[src/rtl/coarse_fine_search.sv]
module coarse_fine_search #(
  parameter int HALF_W = 96,
  parameter int HALF_H = 64,
  parameter int BAND   = 32,
  parameter int CW     = 16,
  localparam int XW = $clog2(HALF_W + BAND) + 2,
  localparam int YW = $clog2(HALF_H) + 2
) (
  input  logic                 clk,
  input  logic                 rst_n,
  input  logic                 start,
  output logic                 cand_valid,
  input  logic                 cand_ready,
  output logic signed [XW-1:0] cand_x,
  output logic signed [YW-1:0] cand_y,
  input  logic                 cost_valid,
  input  logic [CW-1:0]        cost,
  output logic signed [XW-1:0] best_x,
  output logic signed [YW-1:0] best_y,
  output logic [CW-1:0]        best_cost,
  output logic                 done
);
  localparam logic signed [XW-1:0] XMIN   = XW'(-HALF_W);
  localparam logic signed [XW-1:0] XMAX   = XW'(HALF_W - 1);
  localparam logic signed [XW-1:0] XLASTC = XW'(HALF_W - 2);
  localparam logic signed [YW-1:0] YMIN   = YW'(-HALF_H);
  localparam logic signed [YW-1:0] YMAX   = YW'(HALF_H - 1);
  localparam logic signed [YW-1:0] YLASTC = YW'(HALF_H - 2);
  localparam logic signed [XW-1:0] BLO    = XW'(BAND);
  localparam logic signed [XW-1:0] BHI    = XW'(BAND - 1);
  localparam logic signed [XW-1:0] ONE    = XW'(1);
  localparam logic signed [XW-1:0] TWO    = XW'(2);

  typedef enum logic [1:0] {IDLE, ISSUE, WAIT, SETUP} st_t;
  st_t st;
  logic signed [XW-1:0] x, cx;
  logic signed [YW-1:0] y;
  logic fine, busy, better;
  logic [XW:0] pick_cur, pick_row, pick_first;

  // earliest accepted column >= n in one row, {found, column}
  function automatic logic [XW:0] band_pick(input logic signed [XW-1:0] n,
                                            input logic odd_only,
                                            input logic signed [XW-1:0] c);
    logic signed [XW-1:0] m0, m1, lo1, hi1;
    logic v0, v1;
    lo1 = c - BLO;
    hi1 = c + BHI;
    if (hi1 > XMAX) hi1 = XMAX;
    m0 = (n > -BLO) ? n : -BLO;
    m1 = (n > lo1) ? n : lo1;
    if (odd_only) begin
      m0[0] = 1'b1;
      m1[0] = 1'b1;
    end
    v0 = (m0 <= BHI);
    v1 = (m1 <= hi1);
    if (v0 && (!v1 || m0 <= m1)) return {1'b1, m0};
    else if (v1)                 return {1'b1, m1};
    else                         return {1'b0, m0};
  endfunction

  assign busy       = (st != IDLE);
  assign better     = cost < best_cost;
  assign cand_valid = (st == ISSUE);
  assign cand_x     = x;
  assign cand_y     = y;
  assign pick_cur   = band_pick(x + (y[0] ? ONE : TWO), !y[0], cx);
  assign pick_row   = band_pick(XMIN, y[0], cx);
  assign pick_first = band_pick(XMIN, 1'b1, cx);

  always_ff @(posedge clk or negedge rst_n) begin
    if (!rst_n) begin
      st <= IDLE; x <= '0; y <= '0; cx <= '0; fine <= 1'b0;
      best_x <= '0; best_y <= '0; best_cost <= '0; done <= 1'b0;
    end else begin
      case (st)
        IDLE: if (start) begin
          st <= ISSUE; x <= XMIN; y <= YMIN; fine <= 1'b0;
          best_cost <= '1; done <= 1'b0;
        end
        ISSUE: if (cand_ready) st <= WAIT;
        WAIT: if (cost_valid) begin
          if (better) begin
            best_cost <= cost; best_x <= x; best_y <= y;
          end
          if (!fine) begin
            if (x != XLASTC) begin
              x <= x + TWO; st <= ISSUE;
            end else if (y != YLASTC) begin
              x <= XMIN; y <= y + YW'(2); st <= ISSUE;
            end else begin
              fine <= 1'b1; st <= SETUP;
              cx <= better ? x : best_x;
            end
          end else if (pick_cur[XW]) begin
            x <= pick_cur[XW-1:0]; st <= ISSUE;
          end else if (y != YMAX) begin
            x <= pick_row[XW-1:0]; y <= y + YW'(1); st <= ISSUE;
          end else begin
            st <= IDLE; done <= 1'b1;
          end
        end
        SETUP: begin
          x <= pick_first[XW-1:0]; y <= YMIN; st <= ISSUE;
        end
        default: st <= IDLE;
      endcase
    end
  end
endmodule

[config.mk]
export PLATFORM = sky130hd
export DESIGN_NAME = coarse_fine_search
export DESIGN_NICKNAME = d
export VERILOG_FILES = /design/src/rtl/coarse_fine_search.sv
export SDC_FILE = /design/constraint.sdc
export NUM_CORES = 1
export LEC_CHECK = 0
export BUFFER_PORTS_ARGS = -buffer_cell sky130_fd_sc_hd__buf_2
export CAP_MARGIN = 20
export CORE_MARGIN = 4
export CORE_UTILIZATION = 50
export DETAILED_ROUTE_END_ITERATION = 8
export PLACE_DENSITY = 0.71
export SKIP_CTS_REPAIR_TIMING = 1
export SKIP_LAST_GASP = 1
export SYNTH_ARGS = -nofsm -noshare
export SYNTH_HDL_FRONTEND = slang
export SYNTH_SLANG_ARGS = --single-unit
[constraint.sdc]
create_clock -name clk -period 13.8 [get_ports clk]
set_clock_uncertainty 0.1 [all_clocks]
set_input_delay 0.69 -clock clk [delete_from_list [all_inputs] [get_ports clk]]
set_output_delay 0.69 -clock clk [all_outputs]
set_load 0.02 [all_outputs]
## Word-level counts from Yosys, hierarchy flattened

Cells that the tools add are included.

| storage, ports and cells | value |
|---|---|
| word-level logic and storage cells | 124 |
| register bits | 63 |
| output and inout port bits | 52 |
| bits of input ports | 21 |

| cells by class | value |
|---|---|
| eq/ne operators | 19 |
| mux-type cells | 56 |
| reduce and logical (&&, ||, !) cells | 19 |
| $lt $le $gt $ge | 12 |
| bitwise gates (word level) | 3 |
| add/sub/neg operators | 6 |

Operators with widths:

| cell | number |
|---|---|
| 2-to-1 mux 9 bit | 16 |
| 2-to-1 mux 8 bit | 7 |
| 2-to-1 mux 16 bit | 3 |
| <= comparator 9 bit | 4 |
| one-hot mux 16 bit (2 select lines) | 1 |
| one-hot mux 9 bit (3 select lines) | 1 |
| one-hot mux 8 bit (3 select lines) | 1 |
| 2-to-1 mux 10 bit | 2 |
| less-than comparator 16 bit | 1 |
| inequality test 8 x 7 -> 1 bit (second input constant) | 2 |
| 2-to-1 mux 1 bit | 15 |
| 2-to-1 mux 2 bit | 7 |
| inequality test 2 bit (second input constant) | 6 |
| inequality test 3 bit (second input constant) | 4 |
| AND reduction 5 bit | 2 |
| adder 9 x 3 -> 9 bit | 1 |
| adder 9 x 3 -> 9 bit (second input constant) | 1 |
| adder 9 x 6 -> 9 bit (second input constant) | 1 |
| > comparator 8 x 9 -> 1 bit (first input constant) | 1 |
| > comparator 9 x 6 -> 1 bit (second input constant) | 1 |
| > comparator 9 x 8 -> 1 bit (second input constant) | 1 |
| > comparator 9 bit | 1 |
| <= comparator 6 x 9 -> 1 bit | 1 |
| <= comparator 6 x 9 -> 1 bit (first input constant) | 1 |
| other kinds (23) | 34 |

## Logic depth before layout (Yosys ltp)

Gate-level depths: netlist of the first run.

| logic depth | value |
|---|---|
| depth after elaboration | 14 |
| gate-level depth with buffers | 26 |
| gate-level depth less buffers | 24 |

## Worst setup path after synthesis of the first run

Ideal clock, no wire load.

| timing | value |
|---|---|
| path type | reg-to-reg |
| start point | register y[0], in the netlist cand_y[0] |
| end point | register x[0], in the netlist cand_x[0] |
| data required time | 13.573 ns |
| path slack | 8.134 ns |
| library setup time | 0.127 ns |
| data arrival time | 5.438 ns |
| stages on the path, launching flop included | 25 |
| cell sequence | dfrtp_1 -> ha_1 -> inv_1 -> fa_1 -> nand3b_4 -> xnor2_1 -> ha_1 -> a2111oi_0 -> o31ai_1 -> a41oi_1 -> nor2_1 -> clkbuf_1 -> mux2i_1 -> inv_1 -> ha_1 -> a211oi_1 -> o22ai_1 -> a211oi_1 -> or2_2 -> a21oi_4 -> a2111o_1 -> buf_4 -> nor2_1 -> mux2i_1 -> o31ai_1 |

| between the ends | value |
|---|---|
| word-level cells in the longest chain between the ends | 14 |

Ends and longest elaborated chain:

| item | RTL line | text |
|---|---|---|
| start: declaration | 37 | `logic signed [YW-1:0] y;` |
| start signal: assignment | 74 | `st <= IDLE; x <= '0; y <= '0; cx <= '0; fine <= 1'b0;` |
| start signal: assignment | 79 | `st <= ISSUE; x <= XMIN; y <= YMIN; fine <= 1'b0;` |
| start signal: assignment | 91 | `x <= XMIN; y <= y + YW'(2); st <= ISSUE;` |
| 2-to-1 mux 2 bit | 68 | `assign pick_cur = band_pick(x + (y[0] ? ONE : TWO), !y[0], cx);` |
| adder 9 x 3 -> 9 bit | 68 |  |
| > comparator 9 bit | 51 | `m1 = (n > lo1) ? n : lo1;` |
| 2-to-1 mux 9 bit | 51 |  |
| 2-to-1 mux 1 bit | 52 | `if (odd_only) begin` |
| <= comparator 9 bit | 57 | `v1 = (m1 <= hi1);` |
| zero test 1 bit | 58 | `if (v0 && (!v1 \|\| m0 <= m1)) return {1'b1, m0};` |
| logical OR 1 bit | 58 |  |
| logical AND 1 bit | 58 |  |
| 2-to-1 mux 10 bit | 58 |  |
| 2-to-1 mux 9 bit | 96 | `end else if (pick_cur[XW]) begin` |
| 2-to-1 mux 9 bit | 87 | `if (!fine) begin` |
| 2-to-1 mux 9 bit | 83 | `WAIT: if (cost_valid) begin` |
| one-hot mux 9 bit (3 select lines) | 77 | `case (st)` |
| end signal: assignment | 79 |  |
| end signal: assignment | 89 | `x <= x + TWO; st <= ISSUE;` |
| end signal: assignment | 97 | `x <= pick_cur[XW-1:0]; st <= ISSUE;` |
| end: declaration | 36 | `logic signed [XW-1:0] x, cx;` |

Parallel ways exist; a longest one is shown, timed or not. The select of a mux whose other input is x is not followed.
A chain may end at the register's enable or synchronous reset.

## Worst setup path after layout of the first run

| timing | value |
|---|---|
| start point | register y[0], in the netlist cand_y[0] |
| end point | register x[2], in the netlist cand_x[2] |

Same word-level chain as after synthesis.

==> results.ini, run 1 <==
[placed_design]
placed_area_sq_mm = 0.00607
port_buffers = 72
place.gp.congestion = 1.01
dp_hpwl_mm = 13.5
dp_slack_ns = 6.75
place_inst = 841

[synth]
async_flop_share_pct = 100
synth_area_sq_mm = 0.00565
yosysWarningCount = 0
yosys-top-cells-area = dfrtp_1 (28%), ha_1 (15%), inv_1 (4.1%), mux2_2 (4.0%), nand2_1 (3.7%)
ys_types = 77
syn_area_per_cell_sq_um = 8.67
synth_edf_count = 0
synth_largest_area_cell = dfrtp_1
yosys-top-cells-count = ha_1 (70), dfrtp_1 (63), inv_1 (62), nand2_1 (56), nor2_1 (39)
ys_ff_latch = 63
synth_most_common_cell = ha_1
syn_nets = 744
ys_seq_area_share_pct = 27.9
synth_cells = 652
synth_top_area_share_pct = 27.9
synth_flop_cell = dfrtp_1

[finish]
fillerInstances = 992
nets = 805
syn_to_final_growth_pct = 12.5
register_area_sq_mm = 0.00158
multi_input_area_sq_mm = 0.00370
fin_area_sq_mm = 0.00636
instances_no_fill = 857
drive_gt1_share_pct = 18.5
final_util_pct = 58.1
antenna_cells = 0

[pwr]
peakVddDrop_uv = 102
power_leakage_nw = 2.97
powerDensity_mw_per_mm2 = 119
power.total_mw = 0.760

[sta]
period_share_pct = 52.3
holdWs_ns = 0.397
finalSetupViolCount = 0
hold_viol_final = 0
maxSlewHeadroom_pct = 29.8
worst_pin_slew_ns = 1.05
rsz0062_at_grt = no
worst_slack_ns = 6.58
fin_crit_ns = 7.22
drv_slew = 0
fmaxAchievable_mhz = 138
tns_ns = 0

[route]
drt_first_pass_iters = 6
wirelength_mm = 17.3
vias_per_cell = 6.15
drc = 0
drtIter0Drc = 452
vias = 5267
antenna_left = 0
wl_per_cell_um = 20.2

[hold_path]
hold_class = flip-flop to flip-flop
hp-start = best_y[2]$_DFFE_PN0P_
whs_path_depth = 1
hold_path_end = best_y[2]$_DFFE_PN0P_

[worst_setup_path]
endpoint_kind = flip-flop
path_class = flip-flop to flip-flop
r2r.worst_path.cells = 22
critPathRequiredTime_ns = 13.97
r2r_slack_ns = 6.58
r2r-end = cand_x[2]$_DFFE_PN0P_
crit_fanout = 14
r2r-start = cand_y[0]$_DFFE_PN0P_
arrival_ns = 7.39
cp-start-kind = flip-flop

[clock_tree]
cts_buffers = 9
cts-htree-levels = 3
clkSinkCount = 63
clock_latency_ns = 0.33
clkTransAtPathRegs_ns = 0.05
cts_max_path_buffers = 2
cts_tree = built
clk_root_buffer_cell = clkbuf_16

[global_routing]
grt_remaining_overflow = 0
grtUsageTotal_pct = 27.3
grt_pass1_wl_mm = 28.1
antenna_found_initial = 0
grt_start_max_net_pins = 64
grt_pass1_vias = 5346

[die]
die_y_um = 114
start_util_pct = 51.7
core_sq_mm = 0.0109
io_pins = 73
row_count = 38
die_w_um = 114
dieArea_sq_mm = 0.0131

[run]
maxCapViolCount = 0

[status]
outcome = finished, final reports clean

flip-flops by register name, summed over array words and instances, names as in the netlist:
name,flops
best_y,8
cand_x,9
cand_y,8
best_cost,16
cx,9
best_x,9
st,2
done,1
fine,1
logic make-up (layout without fill, tap and decap cells):
family	count (synthesis)	count (layout)	share of synthesized area, %
simple gates	198	198	17.9
compound gates	178	178	22.2
buf+inv	89	154	6.59
fa+ha+maj	71	71	15.8
flops	63	63	27.9
mux	35	35	6.64
xor+xnor	18	18	2.92
final cells by class:
class | instances | share of cell area, %
well taps | 140 | 2.75
repair buffers | 75 | 6.08
clock inverters | 3 | 0.295
multi-input cells | 500 | 58.3
clock buffers | 12 | 4.03
flip-flops and latches | 63 | 24.8
inverters | 64 | 3.78
layout by cell type, fill, tap and decap left out, drive strengths merged, types with 4 or more instances in the layout:
cell,instances
a211oi,6
a21o,12
a21oi,40
a31oi,5
a32oi,4
and2,5
and3,8
buf,75
clkbuf,12
clkinv,4
dfrtp,63
ha,70
inv,63
mux2,20
mux2i,15
nand2,56
nand2b,9
nand3,24
nand4,13
nor2,40
nor2b,7
nor3,19
nor4,4
o211ai,6
o21ai,39
o22a,17
o31ai,8
xnor2,12
xor2,6
report_power, final:
| part | internal (mW) | switching [mW] |
|---|---|---|
| sequential | 0.217 | 0.0352 |
| clock | 0.130 | 0.0802 |
| combinational | 0.108 | 0.190 |
| total | 0.455 | 0.305 |
worst max path at each step:
stage                          startpoint                    end  slack, ns  cells past startpoint
finish              cand_y[0]$_DFFE_PN0P_  cand_x[2]$_DFFE_PN0P_       6.58                     22
global route        cand_y[0]$_DFFE_PN0P_  cand_x[2]$_DFFE_PN0P_       6.17                     22
CTS                 cand_y[0]$_DFFE_PN0P_  cand_x[2]$_DFFE_PN0P_       6.71                     22
detailed placement  cand_y[0]$_DFFE_PN0P_  cand_x[2]$_DFFE_PN0P_       6.75                     22
floorplan           cand_y[0]$_DFFE_PN0P_  cand_x[0]$_DFFE_PN0P_       8.13                     24
global placement    cand_y[0]$_DFFE_PN0P_  cand_x[2]$_DFFE_PN0P_       7.00                     22
critical path, cell delays in order, from the launching register on:
cell      delay (ns)
dfrtp_1         0.63
ha_1            0.30
inv_1           0.07
fa_1            0.42
nand3b_4        0.20
xnor2_1         0.40
ha_1            0.21
nand2_1         0.07
o31ai_1         0.26
a41oi_1         0.27
nor2_1          0.86
mux2i_1         0.45
inv_1           0.08
ha_1            0.30
a211oi_1        0.25
o22ai_1         0.13
a211oi_1        0.34
or2_2           0.35
a21oi_4         0.11
a2111o_1        0.61
a21o_1          0.31
a311oi_1        0.29
a221o_1         0.15
metal layers:
layer	track usage, %	share of wire (%)	wire (um)
met2	47.7	50	8620
met1	34.8	43	7400
met4	8.71	2.4	419
met5	0	0	0
met3	3.65	4.9	843
Note: power is estimated with default switching activity, not from simulation.
==> run 2: changes to the inputs <==
--- a/config.mk
+++ b/config.mk
@@ -5,12 +5,13 @@
 export SDC_FILE = /design/constraint.sdc
 export NUM_CORES = 1
 export LEC_CHECK = 0
+export ABC_AREA = 1
 export BUFFER_PORTS_ARGS = -buffer_cell sky130_fd_sc_hd__buf_2
 export CAP_MARGIN = 20
 export CORE_MARGIN = 4
 export CORE_UTILIZATION = 50
 export DETAILED_ROUTE_END_ITERATION = 8
-export PLACE_DENSITY = 0.71
+export PLACE_DENSITY = 0.73
 export SKIP_CTS_REPAIR_TIMING = 1
 export SKIP_LAST_GASP = 1
 export SYNTH_ARGS = -nofsm -noshare
==> constraint.sdc (replaced) <==
create_clock -name clk -period 5.94 [get_ports clk]
set_clock_uncertainty 0.1 [all_clocks]
set_input_delay 0.297 -clock clk [delete_from_list [all_inputs] [get_ports clk]]
set_output_delay 0.297 -clock clk [all_outputs]
set_load 0.02 [all_outputs]
==> results.ini, run 2 <==
[clock_tree]
clk_root_buffer_cell = clkbuf_16  ; unchanged
clkTransAtPathRegs_ns = 0.06  ; was 0.05 ns
cts_buffers = 9  ; unchanged
clock_latency_ns = 0.33  ; about the same
cts_max_path_buffers = 2  ; unchanged
cts_tree = built  ; unchanged
cts-htree-levels = 3  ; unchanged
clkSinkCount = 63  ; unchanged

[sta]
rsz0062_at_grt = no  ; unchanged
maxSlewHeadroom_pct = 38.7  ; was 29.8%
hold_viol_final = 0  ; unchanged
period_share_pct = 91.0  ; was 52.3%
worst_pin_slew_ns = 0.914  ; was 1.05 ns
tns_ns = 0  ; unchanged
holdWs_ns = 0.0294  ; was 0.397 ns
drv_slew = 0  ; unchanged
fin_crit_ns = 5.40  ; was 7.22 ns
fmaxAchievable_mhz = 185  ; was 138 MHz
worst_slack_ns = 0.538  ; was 6.58 ns
finalSetupViolCount = 0  ; unchanged

[synth]
ys_seq_area_share_pct = 26.3  ; was 27.9%
synth_area_sq_mm = 0.00600  ; was 0.00565 sq mm
ys_ff_latch = 63  ; unchanged
synth_edf_count = 0  ; unchanged
synth_flop_cell = dfrtp_1  ; unchanged
yosys-top-cells-count = nand2_1 (214), inv_1 (125), nor2_1 (74), ha_1 (70), nand3_1 (67)  ; was ha_1 (70), dfrtp_1 (63), inv_1 (62), nand2_1 (56), nor2_1 (39)
ys_types = 45  ; was 77
async_flop_share_pct = 100  ; unchanged
syn_nets = 968  ; was 744
synth_largest_area_cell = dfrtp_1  ; unchanged
yosys-top-cells-area = dfrtp_1 (26%), ha_1 (15%), nand2_1 (13%), inv_1 (7.8%), nand3_1 (5.6%)  ; was dfrtp_1 (28%), ha_1 (15%), inv_1 (4.1%), mux2_2 (4.0%), nand2_1 (3.7%)
synth_top_area_share_pct = 26.3  ; was 27.9%
syn_area_per_cell_sq_um = 6.85  ; was 8.67 sq um
yosysWarningCount = 0  ; unchanged
synth_cells = 876  ; was 652
synth_most_common_cell = nand2_1  ; was ha_1

[worst_setup_path]
worst_path_largest_cell_delay_ns = 0.49  ; was 0.86 ns
endpoint_kind = flip-flop  ; unchanged
critPathRequiredTime_ns = 6.10  ; was 13.97 ns
crit_fanout = 18  ; was 14
cpMostUsedCell = nand2_1  ; was ha_1
cp_slowest_cell = dfrtp_1  ; was nor2_1
cp-start-kind = flip-flop  ; unchanged
path_class = flip-flop to flip-flop  ; unchanged
arrival_ns = 5.57  ; was 7.39 ns

[route]
vias = 6075  ; was 5267
wl_per_cell_um = 15.2  ; was 20.2 um
vias_per_cell = 5.53  ; was 6.15
drtIter0Drc = 685  ; was 452
drc = 0  ; unchanged
drt_first_pass_iters = 7  ; was 6
antenna_left = 0  ; unchanged
wirelength_mm = 16.8  ; was 17.3 mm

[die]
start_util_pct = 51.9  ; was 51.7%
row_count = 39  ; was 38
core_sq_mm = 0.0116  ; was 0.0109 sq mm
io_pins = 73  ; unchanged
die_y_um = 118  ; was 114 um
die_w_um = 118  ; was 114 um
dieArea_sq_mm = 0.0138  ; was 0.0131 sq mm

[global_routing]
grt_pass1_vias = 5564  ; was 5346
grt_pass1_wl_mm = 27.4  ; was 28.1 mm
grt_remaining_overflow = 0  ; unchanged
antenna_found_initial = 0  ; unchanged
grt_start_max_net_pins = 64  ; unchanged
grtUsageTotal_pct = 23.9  ; was 27.3%

[finish]
antenna_cells = 0  ; unchanged
nets = 1043  ; was 805
largest_register = best_cost  ; unchanged
final_util_pct = 59.1  ; was 58.1%
drive_gt1_share_pct = 14.6  ; was 18.5%
fin_area_sq_mm = 0.00683  ; was 0.00636 sq mm
final_common_cell = nand2_1  ; was buf_2
multi_input_area_sq_mm = 0.00384  ; was 0.00370 sq mm
register_area_sq_mm = 0.00158  ; unchanged
final_cell_mix = nand2_1 (214), inv_1 (125), nor2_1 (74), buf_2 (72), ha_1 (70)  ; was buf_2 (72), ha_1 (70), dfrtp_1 (63), inv_1 (62), nand2_1 (56)
syn_to_final_growth_pct = 13.8  ; was 12.5%
fillerInstances = 1109  ; was 992
largest_reg_flops = 16  ; unchanged

[pwr]
clockPowerShare_pct = 18.4  ; was 27.7%
peakVddDrop_uv = 373  ; was 102 uV
powerDensity_mw_per_mm2 = 451  ; was 119 mW/mm^2
combPwrFrac_pct = 59.9  ; was 39.1%
intPower_mw = 1.53  ; was 0.455 mW
power_leakage_nw = 3.64  ; was 2.97 nW
swShare_pct = 50.5  ; was 40.1%
p_switching_mw = 1.55  ; was 0.305 mW
seq_power_share_pct = 21.7  ; was 33.2%

[placed_design]
port_buffers = 72  ; unchanged
place.gp.congestion = 0.979  ; was 1.01
dp_hpwl_mm = 13.2  ; was 13.5 mm
placed_area_sq_mm = 0.00648  ; was 0.00607 sq mm
dp_slack_ns = 0.461  ; was 6.75 ns

[hold_path]
hold_class = primary input to asynchronous set/reset pin  ; was flip-flop to flip-flop

[run]
maxCapViolCount = 0  ; unchanged

[status]
outcome = finished, final reports clean  ; unchanged

-- run 2: area by class of cell --
| type | instances | area share, % |
|---|---|---|
| clock buffers | 9 | 3.30 |
| clock inverters | 7 | 1.39 |
| inverters | 131 | 7.23 |
| multi-input cells | 666 | 56.2 |
| flip-flops and latches | 63 | 23.1 |
| well taps | 143 | 2.62 |
| repair buffers | 80 | 6.15 |
-- run 2: routing by layer --
| layer | part of all wire, % | track usage (%) | vias to the layer above |
|---|---|---|---|
| li1 | - | - | 3045 |
| met1 | 47 | 34.1 | 2752 |
| met2 | 44 | 37.0 | 248 |
| met3 | 7.9 | 5.09 | 30 |
| met4 | 1.6 | 5.93 | 0 |
| met5 | 0 | 0 | - |
-- run 2: stage by stage --
step,instances,power (mW)
CTS,1096,3.06
finish,1099,3.08
global route,1099,3.35
detailed placement,1080,2.48
floorplan,876,2.05
global placement,1080,2.48
-- run 2: final timing paths --
kind                                       start                  endpoint  slack, ns  cells past startpoint
min                                        rst_n  best_cost[2]$_DFFE_PN0P_       0.03                      2
max                        cand_y[0]$_DFFE_PN0P_     cand_y[7]$_DFFE_PN0P_       0.54                     30
max in group asynchronous                  rst_n     cand_x[7]$_DFFE_PN0P_       5.17                      2
min reg2reg                best_y[6]$_DFFE_PN0P_     best_y[6]$_DFFE_PN0P_       0.38                      2
max reg2reg                cand_y[0]$_DFFE_PN0P_     cand_y[7]$_DFFE_PN0P_       0.54                     30
min in group clk                         cost[7]  best_cost[7]$_DFFE_PN0P_       0.14                      3
-- run 2: power by group through the flow --
| stage | registers, mW | clock network, mW | logic (mW) |
|---|---|---|---|
| 4_1_cts | 0.664 | 0.577 | 1.82 |
| 2_1_floorplan | 0.766 | 0 | 1.28 |
| 5_1_grt | 0.685 | 0.598 | 2.06 |
| 3_5_place_dp | 0.671 | 0 | 1.81 |
| 6_report | 0.667 | 0.567 | 1.85 |
| 3_3_place_gp | 0.668 | 0 | 1.81 |
-- run 2: kinds of logic (layout without fill, tap and decap cells) --
family / Yosys count / count (layout) / synth area share, %
simple gates: 443 / 443 / 33.9
fa+ha+maj: 71 / 71 / 14.9
xor+xnor: 16 / 16 / 2.46
buf+inv: 147 / 227 / 9.86
flops: 63 / 63 / 26.3
compound gates: 136 / 136 / 12.6
-- run 2: critical path: cells and delay by family (launching register included) --
| family | cells | cell delay [ns] |
|---|---|---|
| AO/OA/AOI/OAI | 4 | 0.76 |
| adder cells (fa/ha/maj) | 4 | 1.35 |
| buffers and inverters | 3 | 0.37 |
| flip-flops | 1 | 0.49 |
| AND/OR/NAND/NOR | 19 | 2.23 |
